### config.mk
export PLATFORM = sky130hd
export DESIGN_NAME = xroad_lights
export DESIGN_NICKNAME = d
export VERILOG_FILES = /design/src/rtl/tlc_pkg.sv /design/src/rtl/tlc_next.sv /design/src/rtl/tlc_lamp.sv /design/src/rtl/xroad_lights.sv
export SDC_FILE = /design/constraint.sdc
export NUM_CORES = 1
export LEC_CHECK = 0
export BUFFER_PORTS_ARGS = -buffer_cell sky130_fd_sc_hd__buf_4
export CORE_AREA = 2 2 39 41
export CTS_CLUSTER_DIAMETER = 80
export DETAILED_ROUTE_END_ITERATION = 16
export DIE_AREA = 0 0 41 43
export SLEW_MARGIN = 10
export SYNTH_ARGS = -nofsm -noshare
export SYNTH_HDL_FRONTEND = slang
export SYNTH_SLANG_ARGS = --single-unit
### constraint.sdc
create_clock -name clk -period 1.1 [get_ports clk]
set_clock_uncertainty 0.15 [all_clocks]
set_input_delay 0.11 -clock clk [delete_from_list [all_inputs] [get_ports clk]]
set_output_delay 0.11 -clock clk [all_outputs]
set_load 0.005 [all_outputs]
### src/rtl/tlc_pkg.sv
package tlc_pkg;

    localparam int PHASE_W = 2;
    localparam int LAMP_W  = 2;
    localparam int ROADS   = 2;

    typedef enum logic [PHASE_W-1:0] {
        PH_A_GO   = 2'b00,
        PH_A_WARN = 2'b01,
        PH_B_GO   = 2'b10,
        PH_B_WARN = 2'b11
    } phase_t;

    localparam logic [LAMP_W-1:0] LAMP_GO   = 2'b00;
    localparam logic [LAMP_W-1:0] LAMP_WARN = 2'b01;
    localparam logic [LAMP_W-1:0] LAMP_STOP = 2'b10;

    typedef struct packed {
        phase_t phase;
    } ctl_t;

    localparam ctl_t CTL_RST = '{phase: PH_A_GO};

    function automatic phase_t go_of(input int road);
        return (road == 0) ? PH_A_GO : PH_B_GO;
    endfunction

    function automatic phase_t warn_of(input int road);
        return (road == 0) ? PH_A_WARN : PH_B_WARN;
    endfunction

endpackage

### src/rtl/tlc_next.sv
module tlc_next
    import tlc_pkg::*;
(
    input  phase_t cur_i,
    input  logic   sense_a_i,
    input  logic   sense_b_i,
    output phase_t nxt_o
);
    logic hi_q, lo_q;
    logic hi_d, lo_d;

    always_comb begin
        hi_q = cur_i[1];
        lo_q = cur_i[0];
        // upper bit: toggles whenever the lower bit is set
        hi_d = hi_q ^ lo_q;
        // lower bit: leave a go phase only when its own road is empty
        lo_d = (~hi_q & ~lo_q & ~sense_a_i) | (hi_q & ~lo_q & ~sense_b_i);
        nxt_o = phase_t'({hi_d, lo_d});
    end
endmodule

### src/rtl/tlc_lamp.sv
module tlc_lamp
    import tlc_pkg::*;
#(
    parameter phase_t GO_PH   = PH_A_GO,
    parameter phase_t WARN_PH = PH_A_WARN
) (
    input  phase_t            phase_i,
    output logic [LAMP_W-1:0] lamp_o
);
    always_comb begin
        if (phase_i == GO_PH)
            lamp_o = LAMP_GO;
        else if (phase_i == WARN_PH)
            lamp_o = LAMP_WARN;
        else
            lamp_o = LAMP_STOP;
    end
endmodule

### src/rtl/xroad_lights.sv
module xroad_lights
    import tlc_pkg::*;
(
    input  logic        clk,
    input  logic        rst,
    input  logic        sense_a,
    input  logic        sense_b,
    output logic [1:0]  light_a,
    output logic [1:0]  light_b
);
    ctl_t   ctl_d, ctl_q;
    phase_t nxt_phase;
    logic [LAMP_W-1:0] lamp_w [ROADS];

    tlc_next u_next (
        .cur_i     (ctl_q.phase),
        .sense_a_i (sense_a),
        .sense_b_i (sense_b),
        .nxt_o     (nxt_phase)
    );

    always_comb begin
        ctl_d       = ctl_q;
        ctl_d.phase = nxt_phase;
    end

    always_ff @(posedge clk or posedge rst) begin
        if (rst)
            ctl_q <= CTL_RST;
        else
            ctl_q <= ctl_d;
    end

    for (genvar r = 0; r < ROADS; r++) begin : g_road
        tlc_lamp #(
            .GO_PH   (go_of(r)),
            .WARN_PH (warn_of(r))
        ) u_lamp (
            .phase_i (ctl_q.phase),
            .lamp_o  (lamp_w[r])
        );
    end

    assign light_a = lamp_w[0];
    assign light_b = lamp_w[1];


    reset_state_chk: assert property (@(posedge clk)
        $fell(rst) |-> (light_a == LAMP_GO && light_b == LAMP_STOP));


    hold_a_chk: assert property (@(posedge clk) disable iff (rst)
        (light_a == LAMP_GO && sense_a) |=> light_a == LAMP_GO);


    a_to_warn_chk: assert property (@(posedge clk) disable iff (rst)
        (light_a == LAMP_GO && !sense_a) |=> (light_a == LAMP_WARN && light_b == LAMP_STOP));


    a_warn_short_chk: assert property (@(posedge clk) disable iff (rst)
        (light_a == LAMP_WARN) |=> (light_a == LAMP_STOP && light_b == LAMP_GO));


    hold_b_chk: assert property (@(posedge clk) disable iff (rst)
        (light_b == LAMP_GO && sense_b) |=> light_b == LAMP_GO);


    b_to_warn_chk: assert property (@(posedge clk) disable iff (rst)
        (light_b == LAMP_GO && !sense_b) |=> (light_b == LAMP_WARN && light_a == LAMP_STOP));


    b_warn_short_chk: assert property (@(posedge clk) disable iff (rst)
        (light_b == LAMP_WARN) |=> (light_a == LAMP_GO && light_b == LAMP_STOP));


    no_code11_chk: assert property (@(posedge clk) disable iff (rst)
        (light_a != 2'b11 && light_b != 2'b11));


    one_road_stopped_chk: assert property (@(posedge clk) disable iff (rst)
        (light_a == LAMP_STOP || light_b == LAMP_STOP));

endmodule

==> flow_results.org <==
** Logic synthesis
- Summing every instance area after synthesis gives 139 um2.
- Synth top area cells :: dfrtp_1 36%, ha_1 36%, inv_1 14%
- After synthesis, the largest area contributor takes up 36.0% of total cell area.
- The synthesized design contains 2 register bits.
- Synthesis produced a netlist whose cell count is 14.
- In this run, distinct cell masters in the synthesized netlist total 5.
- Syn_nets :: 22
- Share of the yosys chip area belonging to registers :: a little over a third
- Each instance of the synthesized netlist takes up on average 9.92 um2.
- The Yosys step of the flow raised 0 warnings.
- The synthesized design spends more area on one cell type than any other, namely dfrtp_1.

** Cells and area
- The top cell types in the final layout, fill and taps aside, are 6 x buf_4, 3 x inv_1, 3 x ha_2, 3 x clkbuf_4, 3 x dlygate4sd3_1.
- Largest registers ranked by flip-flop count :: ctl_q: 2 flops
- The library cell used most frequently in the layout, excluding fill and tap cells, is buf_4.
- In the final design database the tool counted 37 nets.
- More flip-flops sit in one register than any other, and that register is ctl_q.
- Synthesis-to-finish area growth :: 107%
- Antenna diode instance count :: 0
- Fraction of final layout cells sized beyond drive strength 1 :: 63.0%
- Number of flip-flops under the largest register name :: 2
- The finished layout holds 43 standard cells, fillers aside.
- Fin util :: approximately 21%

** Clock network
- Root cell of the clock tree :: clkbuf_4
- Maximum level of the CTS H-tree :: 1
- TritonCTS clock tree :: done
- CTS max path bufs :: 2
- In this run, CTS created clock tree buffers numbering 3.
- For this design, the sink count on the clock tree is 2.
- Clock latency on the worst-skew pair, taken at its later pin, is 0.22 ns.
- After clock tree synthesis, the clock-pin slew on the worst setup and hold paths is 0.03 ns.

** Floorplanning
- The die is 43 um tall.
- Die outline area :: 1760 um2
- 8 I/O pins were placed.
- In this run the horizontal extent of the chip is about 41 um.
- Area of the core :: 1380 um2
- The initial utilization of the core area, before any placement, comes to approximately a tenth.
- In this run the core area contains 14 standard-cell rows.

** Pwr
- The clock network burns 21.2% of the power.
- Combinational logic burns between 50 and 60% of the power.
- Switching part of the total power :: 35.1%
- Power spread over the standard cell area amounts to between 2000 and 3000 nW/um2.
- Internal power component :: 0.000478 W
- Per report_power, the sequential group accounts for 21.3% of the total.
- Reported leakage power :: 0.139 nW
- The analysis attributes to net switching a power of 0.000259 W.
- Worst voltage drop across the vdd grid :: ~0.00040 V

** Run status
- The run finished, with violations left.
- The final reports fail on negative setup slack.

** Placed design
- Buffers placed on the I/O ports in this run total 7.
- Final Wtd Congestion :: 0.505
- In this run, placement finished with an instance count of 37.

** Routing
- In this run, the number of DRC markers left after iteration 0 of detailed routing was 0.
- Number of DRC violations after detailed routing :: 0
- Final routed wirelength across all metal layers :: 328 um
- Using the TritonRoute via totals, the vias-per-cell ratio works out to 3.14.
- Drt first pass iters :: 1
- Remaining antenna violation count :: 0
- Total number of vias :: 135
- Routed length per instance :: 7.63 um

** Worst setup path
- STA classifies the critical path startpoint as a flip-flop.
- Kind of end point of the critical path :: output pin
- At the worst endpoint, the required time is 0.84 ns.
- Category of the most critical setup path :: flip-flop to output pin
- Crit path max fanout :: 3
- Data arrives at the worst endpoint at 1.07 ns.

** Timing
- Setup violations remaining at the end of the flow were counted as 4.
- Hold Vio Cnt, Final :: 0
- Worst hold slack across all endpoints :: 0.155 ns
- Setup repair after global routing missed its margin :: true
- For the pin with the worst max-slew slack, the measured transition is 0.140 ns.
- Min cycle time layout :: approximately 1.3 ns
- Worst slew margin relative to its limit :: 90.7%
- Worst path setup slack after routing :: -0.228 ns
- Final slew viol count :: 0
- Maximum frequency from static timing analysis :: 753 MHz
- Of the available clock period, the critical path in the final layout requires 121%.

** Job
- The tool flagged a number of max-cap violations equal to 0.

** Global routing
- The first global-routing pass estimated 558 um of wire.
- The number of antenna violations at the first check in global routing was 0.
- Entering global routing, the biggest net connects 4 pins.
- Number of global-route vias before repair :: 150
- Total grt overflow :: 0
- Global routing used under 10% of the available tracks.

** Hold path
- Hold crit path type :: input port to asynchronous set/reset pin
[timing repair]
item	CTS	global route
setup endpoints to repair	4	5
hold endpoints to repair	3	0
hold buffers	3	0
gates cloned	0	0
buffers inserted	0	0
pin swaps	2	1
gates resized for setup	7	1
[path summary, 6_finish.rpt]
kind,slack [ns],cells after the start,start,endpoint
min in group clk,0.47,3,sense_a,ctl_q[0]$_DFF_PP0_
max in group asynchronous,0.54,3,rst,ctl_q[0]$_DFF_PP0_
min reg2reg,0.50,2,ctl_q[1]$_DFF_PP0_,ctl_q[1]$_DFF_PP0_
max,-0.23,4,ctl_q[0]$_DFF_PP0_,light_b[1]
min,0.16,3,rst,ctl_q[1]$_DFF_PP0_
max reg2reg,0.01,4,ctl_q[0]$_DFF_PP0_,ctl_q[0]$_DFF_PP0_
[critical path: stages (launching register included)]
cell and delay [ns]:
dfrtp_1 0.40, inv_2 0.10, ha_2 0.18, nor2_1 0.04
buf_4 0.12
[metrics by stage]
stage / setup slack, ns / area, um2 / TNS [ns] / power, W
2_1_floorplan: 0.109 / 139 / 0 / 0.000316
5_1_grt: -0.270 / 288 / -0.884 / 0.000817
3_5_place_dp: -0.00842 / 211 / -0.0145 / 0.000492
3_3_place_gp: 0.00362 / 211 / 0 / 0.000486
4_1_cts: -0.207 / 278 / -0.636 / 0.000703
6_report: -0.228 / 288 / -0.684 / 0.000737
[logic make-up (layout without fill, tap and decap cells)]
family                     count (synthesis)  count (layout)  share of synthesized area (%)
buffers and inverters                      5              18                           13.5
adders and majority gates                  4               4                           36.0
DFF                                        2               2                           36.0
and+or+nand+nor                            2               2                           5.41
AOI/OAI and AO/OA                          1               1                           9.01
[area by class of cell]
class / instances / area, um2
clock buffer: 3 / 22.5
timing repair buffer: 10 / 86.3
sequential: 2 / 50.0
multi-input combinational: 7 / 90.1
inverter: 5 / 18.8
tap: 16 / 20.0
fill: 154 / 1100
[power by group through the flow]
| stage | clock [W] | sequential (W) | combinational (W) |
|---|---|---|---|
| floorplan | 0 | 0.000139 | 0.000177 |
| global placement | 0 | 0.000144 | 0.000342 |
| detailed placement | 0 | 0.000146 | 0.000346 |
| CTS | 0.000164 | 0.000155 | 0.000384 |
| global route | 0.000167 | 0.000162 | 0.000488 |
| finish | 0.000156 | 0.000157 | 0.000424 |
[synthesized netlist by cell type]
| library cell | number |
|---|---|
| dfrtp_1 | 2 |
| inv_1 | 5 |
| ha_1 | 4 |
| nor2_1 | 2 |
| o22ai_2 | 1 |
[metal layers]
layer | GRT usage [%] | up-vias | share of wire [%]
met4 | 8.00 | 0 | 2.1
li1 | - | 66 | -
met2 | 7.19 | 5 | 54
met1 | 4.50 | 62 | 33
met5 | 0 | - | 0
met3 | 3.14 | 2 | 10
No activity file was read; power rests on OpenSTA's default activity.
